--- src/rtl/chseq_pkg.sv ---
package chseq_pkg;
    typedef enum logic [2:0] {
        ST_IDLE,
        ST_ARM_POS,
        ST_WAIT_POS,
        ST_ARM_NEG,
        ST_WAIT_NEG,
        ST_SEND_POS,
        ST_SEND_NEG
    } seq_state_t;

    typedef enum logic [1:0] {
        BIAS_NONE = 2'b00,
        BIAS_POS  = 2'b01,
        BIAS_NEG  = 2'b10
    } bias_t;
endpackage

--- src/rtl/chseq_fsm.sv ---
module chseq_fsm
    import chseq_pkg::*;
(
    input  logic       clk,
    input  logic       rst_n,
    input  logic       char_req,
    input  logic       rd_done,
    input  logic       sh_last,
    output logic       rd_start,
    output logic [1:0] bias_mode,
    output logic       cap_pos,
    output logic       cap_neg,
    output logic       sh_load,
    output logic       sh_sel_neg
);
    seq_state_t state_q, state_d;

    // next-state logic
    always_comb begin
        state_d = state_q;
        unique case (state_q)
            ST_IDLE:     if (char_req) state_d = ST_ARM_POS;
            ST_ARM_POS:  state_d = ST_WAIT_POS;
            ST_WAIT_POS: if (rd_done)  state_d = ST_ARM_NEG;
            ST_ARM_NEG:  state_d = ST_WAIT_NEG;
            ST_WAIT_NEG: if (rd_done)  state_d = ST_SEND_POS;
            ST_SEND_POS: if (sh_last)  state_d = ST_SEND_NEG;
            ST_SEND_NEG: if (sh_last)  state_d = ST_IDLE;
            default:     state_d = ST_IDLE;
        endcase
    end

    // state register
    always_ff @(posedge clk) begin
        if (!rst_n) state_q <= ST_IDLE;
        else        state_q <= state_d;
    end

    // outputs
    always_comb begin
        rd_start   = 1'b0;
        bias_mode  = BIAS_NONE;
        cap_pos    = 1'b0;
        cap_neg    = 1'b0;
        sh_load    = 1'b0;
        sh_sel_neg = 1'b0;
        unique case (state_q)
            ST_IDLE: ;
            ST_ARM_POS: begin
                rd_start  = 1'b1;
                bias_mode = BIAS_POS;
            end
            ST_WAIT_POS: begin
                bias_mode = BIAS_POS;
                cap_pos   = rd_done;
            end
            ST_ARM_NEG: begin
                rd_start  = 1'b1;
                bias_mode = BIAS_NEG;
            end
            ST_WAIT_NEG: begin
                bias_mode = BIAS_NEG;
                cap_neg   = rd_done;
                sh_load   = rd_done;
            end
            ST_SEND_POS: begin
                sh_load    = sh_last;
                sh_sel_neg = 1'b1;
            end
            ST_SEND_NEG: ;
            default: ;
        endcase
    end

    assert_start_single_R2: assert property (@(posedge clk) disable iff (!rst_n)
        rd_start |=> !rd_start);

    assert_bias_hold_R3: assert property (@(posedge clk) disable iff (!rst_n)
        (state_q == ST_WAIT_POS && !rd_done) |=> bias_mode == BIAS_POS);

    assert_ignore_cmd_R9: assert property (@(posedge clk) disable iff (!rst_n)
        (state_q != ST_IDLE && state_q != ST_SEND_NEG) |=> state_q != ST_ARM_POS);

    assert_back_idle_R11: assert property (@(posedge clk) disable iff (!rst_n)
        (state_q == ST_SEND_NEG && sh_last) |=> state_q == ST_IDLE);
endmodule

--- src/rtl/chseq_store.sv ---
module chseq_store #(
    parameter int WIDTH = 16
) (
    input  logic             clk,
    input  logic             rst_n,
    input  logic             cap_pos,
    input  logic             cap_neg,
    input  logic [WIDTH-1:0] rd_word,
    output logic [WIDTH-1:0] pos_q,
    output logic [WIDTH-1:0] neg_q
);
    always_ff @(posedge clk) begin
        if (!rst_n) begin
            pos_q <= '0;
            neg_q <= '0;
        end else begin
            if (cap_pos) pos_q <= rd_word;
            if (cap_neg) neg_q <= rd_word;
        end
    end

    assert_hold_R10: assert property (@(posedge clk) disable iff (!rst_n)
        !(cap_pos || cap_neg) |=> ($stable(pos_q) && $stable(neg_q)));
endmodule

--- src/rtl/chseq_shifter.sv ---
module chseq_shifter #(
    parameter int WIDTH = 16
) (
    input  logic             clk,
    input  logic             rst_n,
    input  logic             load,
    input  logic [WIDTH-1:0] load_word,
    input  logic             ready,
    output logic             valid,
    output logic             data,
    output logic             last
);
    localparam int CW = $clog2(WIDTH + 1);
    localparam logic [CW-1:0] FULL = CW'(WIDTH);
    localparam logic [CW-1:0] ONE  = CW'(1);

    logic [WIDTH-1:0] sh_q;
    logic [CW-1:0]    cnt_q;
    logic             fire;

    assign valid = (cnt_q != '0);
    assign data  = sh_q[0];
    assign fire  = valid && ready;
    assign last  = fire && (cnt_q == ONE);

    always_ff @(posedge clk) begin
        if (!rst_n) begin
            sh_q  <= '0;
            cnt_q <= '0;
        end else if (load) begin
            sh_q  <= load_word;
            cnt_q <= FULL;
        end else if (fire) begin
            sh_q  <= sh_q >> 1;
            cnt_q <= cnt_q - ONE;
        end
    end

    assert_data_stable_R5: assert property (@(posedge clk) disable iff (!rst_n)
        (valid && !ready && !load) |=> (valid && $stable(data)));
endmodule

--- src/rtl/chseq_classify.sv ---
module chseq_classify #(
    parameter int WIDTH = 16
) (
    input  logic [WIDTH-1:0] pos_i,
    input  logic [WIDTH-1:0] neg_i,
    output logic [WIDTH-1:0] code_o,
    output logic [WIDTH-1:0] mask_o,
    output logic [WIDTH-1:0] fault_o
);
    for (genvar i = 0; i < WIDTH; i++) begin : g_bit
        // firm 0: low under positive offset; firm 1: high under negative offset
        assign code_o[i]  = neg_i[i];
        assign mask_o[i]  = ~pos_i[i] | neg_i[i];
        assign fault_o[i] = ~pos_i[i] & neg_i[i];
    end
endmodule

--- src/rtl/relchar_seq.sv ---
module relchar_seq #(
    parameter int WIDTH = 16
) (
    input  logic             clk,
    input  logic             rst_n,
    input  logic             char_req,
    input  logic             rd_done,
    input  logic [WIDTH-1:0] rd_word,
    input  logic             ser_ready,
    output logic             rd_start,
    output logic [1:0]       bias_mode,
    output logic [WIDTH-1:0] pos_word,
    output logic [WIDTH-1:0] neg_word,
    output logic             ser_valid,
    output logic             ser_data,
    output logic [WIDTH-1:0] code_word,
    output logic [WIDTH-1:0] mask_word,
    output logic [WIDTH-1:0] fault_word
);
    logic cap_pos, cap_neg, sh_load, sh_sel_neg, sh_last;
    logic [WIDTH-1:0] sh_word;

    chseq_fsm u_fsm (
        .clk       (clk),
        .rst_n     (rst_n),
        .char_req  (char_req),
        .rd_done   (rd_done),
        .sh_last   (sh_last),
        .rd_start  (rd_start),
        .bias_mode (bias_mode),
        .cap_pos   (cap_pos),
        .cap_neg   (cap_neg),
        .sh_load   (sh_load),
        .sh_sel_neg(sh_sel_neg)
    );

    chseq_store #(.WIDTH(WIDTH)) u_store (
        .clk    (clk),
        .rst_n  (rst_n),
        .cap_pos(cap_pos),
        .cap_neg(cap_neg),
        .rd_word(rd_word),
        .pos_q  (pos_word),
        .neg_q  (neg_word)
    );

    assign sh_word = sh_sel_neg ? neg_word : pos_word;

    chseq_shifter #(.WIDTH(WIDTH)) u_shift (
        .clk      (clk),
        .rst_n    (rst_n),
        .load     (sh_load),
        .load_word(sh_word),
        .ready    (ser_ready),
        .valid    (ser_valid),
        .data     (ser_data),
        .last     (sh_last)
    );

    chseq_classify #(.WIDTH(WIDTH)) u_cls (
        .pos_i  (pos_word),
        .neg_i  (neg_word),
        .code_o (code_word),
        .mask_o (mask_word),
        .fault_o(fault_word)
    );
endmodule

--- config.mk ---
export PLATFORM = sky130hd
export DESIGN_NAME = relchar_seq
export DESIGN_NICKNAME = d
export VERILOG_FILES = /design/src/rtl/chseq_pkg.sv /design/src/rtl/chseq_fsm.sv /design/src/rtl/chseq_store.sv /design/src/rtl/chseq_shifter.sv /design/src/rtl/chseq_classify.sv /design/src/rtl/relchar_seq.sv
export SDC_FILE = /design/constraint.sdc
export NUM_CORES = 1
export LEC_CHECK = 0
export BUFFER_PORTS_ARGS = -buffer_cell sky130_fd_sc_hd__clkbuf_2
export CELL_PAD_IN_SITES_DETAIL_PLACEMENT = 2
export CELL_PAD_IN_SITES_GLOBAL_PLACEMENT = 2
export CORE_MARGIN = 1
export CORE_UTILIZATION = 28
export CTS_BUF_LIST = sky130_fd_sc_hd__clkbuf_4
export DETAILED_ROUTE_END_ITERATION = 6
export PLACE_DENSITY_LB_ADDON = 0.1
export SYNTH_ARGS = -nofsm -noshare
export SYNTH_HDL_FRONTEND = slang
export SYNTH_SLANG_ARGS = --single-unit
--- constraint.sdc ---
create_clock -name clk -period 2 [get_ports clk]
set_input_delay 0.4 -clock clk [delete_from_list [all_inputs] [get_ports clk]]
set_output_delay 0.4 -clock clk [all_outputs]
set_load 0.05 [all_outputs]
==> qor.csv <==
stage,metric,value,unit
run_status,status,finished clean,
finish,utilization,37.5,%
finish,n_fill_cell,1128,
worst_setup_path,crit_required,1600,ps
logic_synthesis,synthesis.area,2740,um2
worst_setup_path,r2r_cells,9,
die,die_y,101,um
finish,antenna_cells,0,
sta,fmaxAchievable,504,MHz
sta,grt_setup_unrepaired,yes,
cts,clockBufferDepth,2,
global_routing,antenna_found_initial,0,
global_routing,grt_max_degree,28,
logic_synthesis,syn-mean-instance-area,8.11,um2
global_routing,grt_first_pass_wirelength,14100,um
power,peakVddDrop,0.477,mV
sta,relSlewSlack,70.9,%
global_routing,grt_usage,17.8,%
route,antenna_left,0,
sta,clock_skew,16.0,ps
global_routing,grt_pass1_vias,2748,
power,powerDensity,871,nW/um2
worst_setup_path,cpMaxStageDelayCell,or4b_4,
placement,pre_cts_slack,87.2,ps
worst_setup_path,cp_cell_sequence,inv_2 -> ha_4 -> or4b_4 -> clkbuf_16,
logic_synthesis,yosysSeqAreaShare,40.9,%
worst_hold_path,holdCritPathClass,in2reg,
worst_setup_path,crit_arrival,1590,ps
worst_hold_path,holdCritStartpoint,rd_word[11],
logic_synthesis,yosys.cell_types.count,38,
worst_setup_path,end_kind,output port,
global_routing,overflow,0,
cts,cts_tree,done,
worst_setup_path,start_kind,register,
worst_setup_path,slowest_delay,470,ps
route,drt-vias-per-instance,4.79,
cts,cts_buffers,5,
placement,io_buffer_count,105,
finish,area_growth,28.1,%
sta,slew_viol_final,0,
logic_synthesis,ys_ff_latch,56,
logic_synthesis,yosysWarnings,0,
cts,cts_sinks,56,
die,coreArea,9370,um2
placement,placed_cell_area,3360,um2
die,io_pins,106,
worst_setup_path,crit_path_max_fanout,3,
logic_synthesis,synth_edf_count,0,
die,chipWidth,101,um
finish,post-route-cell-area,3510,um2
die,initial_core_util,29.3,%
die,rows,35,
worst_setup_path,rrSetupSlack,90,ps
cts,cts-root-buf,clkbuf_4,
sta,worst_slack,14.8,ps
worst_setup_path,worstSetupPathType,reg2out,
logic_synthesis,synthCells,338,
route,first_pass_iters,4,
route,drt_iter0_drc,55,
placement,gp_congestion,0.706,
sta,tns,0,ps
sta,holdWs,240,ps
route,drc,0,
route,via_count,2695,
sta,min_period_over_period,99.3,%
cts,htreeDepth,2,
finish,layout-drive-gt1-share,35.5,%
sta,tightest_slew,435,ps
worst_setup_path,rr_startpoint,u_shift.cnt_q[0],
cts,clkTransAtPathRegs,170,ps
logic_synthesis,synth_ff_type,dfxtp_1,
sta,min_period,1990,ps
run,drv_cap,0,
cts,insertion_delay,370,ps
worst_setup_path,rr_endpoint,u_fsm.state_q[0],
route,drt-wirelength-per-cell,15.5,um
die,die-area,10200,um2
route,drt-total-wl,8750,um
worst_hold_path,holdPathEnd,u_store.neg_q[11],
placement,dp_hpwl,6470,um
sta,finalHoldViolCount,0,
logic_synthesis,synthArstFlopShare,0,%
worst_hold_path,hold_path_depth,3,
power,p_leak,1.53,nW
logic_synthesis,synth_nets,362,
finish,fin_nets,457,
sta,setup_viol,0,
-- cells in the final DEF (no fill, tap or decap), types with 2 or more instances in the layout --
cell type	count
buf_4	18
dfxtp_2	3
and3_1	2
xnor2_1	3
clkinv_1	3
nand2_1	85
o21ai_0	17
nor2b_1	2
ha_1	2
clkbuf_2	104
dfxtp_1	53
a21oi_1	36
buf_12	2
mux2i_1	17
nand3_1	5
clkbuf_4	5
xor2_1	2
a221oi_2	8
nor2_1	20
inv_1	17
a221oi_1	7
-- worst max-delay path, delay by kind of cell, from the launching register on --
kind	cells	cell delay [ps]
flip-flops	1	360
adder cells (fa/ha/maj)	1	120
buffers and inverters	2	270
AND/OR/NAND/NOR	1	470
-- what timing repair did --
item | 4_1_cts | 5_1_grt
cloned | 0 | 0
setup endpoints to repair | 2 | 1
setup buffers | 4 | 1
hold buffers | 0 | 0
gates resized for setup | 10 | 2
pin swaps | 1 | 2
-- per-layer routing --
| layer | global-route usage (%) | up-vias | share of wire, % |
|---|---|---|---|
| li1 | - | 1307 | - |
| met1 | 22.4 | 1317 | 45 |
| met2 | 32.1 | 66 | 50 |
| met3 | 2.77 | 5 | 4.0 |
| met4 | 3.34 | 0 | 0.61 |
| met5 | 0 | - | 0 |
-- cell families (layout without fill, tap and decap cells) --
logic type,Yosys count,in the layout,synth area share [%]
flops,56,56,40.9
compound gates,75,75,18.8
fa+ha+maj,3,3,1.37
simple gates,125,125,19.9
xor+xnor,5,5,1.60
mux,17,17,6.21
buf+inv,57,153,11.2
-- cell usage after synthesis (all sizes together), types with 2 or more instances --
library cell,instances,area [um2]
o21ai,18,90.1
ha,3,37.5
clkbuf,13,48.8
dfxtp,56,1120
xnor2,3,26.3
nor2b,3,18.8
mux2i,17,170
buf,24,183
xor2,2,17.5
nand2,86,339
nand3,5,25.0
nor2,21,81.3
a21oi,36,180
a221oi,15,181
nor3b,2,20.0
and3,2,12.5
inv,19,71.3
-- sequential cells by signal, indices dropped and copies added, names as in the netlist --
register / flops
u_shift.sh_q: 16
u_store.neg_q: 16
u_store.pos_q: 16
u_fsm.state_q: 3
u_shift.cnt_q: 5
-- power breakdown --
part	switching [mW]	internal, mW
combinational	0.701	0.470
sequential	0.0801	1.19
clock	0.362	0.256
-- worst max-delay path by stage --
stage / start / to / cells past startpoint
CTS: u_shift.cnt_q[0] / ser_valid / 4
finish: u_shift.cnt_q[1] / ser_valid / 4
global route: u_shift.cnt_q[1] / ser_valid / 4
detailed placement: u_shift.cnt_q[0] / u_shift.sh_q[10] / 6
floorplan: u_fsm.state_q[0] / bias_mode[1] / 4
global placement: u_shift.cnt_q[0] / ser_valid / 4
-- layout make-up --
type                    instances  area [um2]  area share, %
well taps                     129         161           4.60
inverters                      20        77.6           2.21
clock inverters                 3        37.5           1.07
repair buffers                125         721           20.5
flip-flops and latches         56        1120           32.0
clock buffers                   5        37.5           1.07
multi-input cells             225        1350           38.5
-- per-stage QoR --
stage	std cells	power, mW
floorplan	338	2.10
global placement	550	2.25
detailed placement	550	2.27
CTS	562	3.06
global route	563	3.23
finish	563	3.06
No activity file was read; power rests on OpenSTA's default activity.
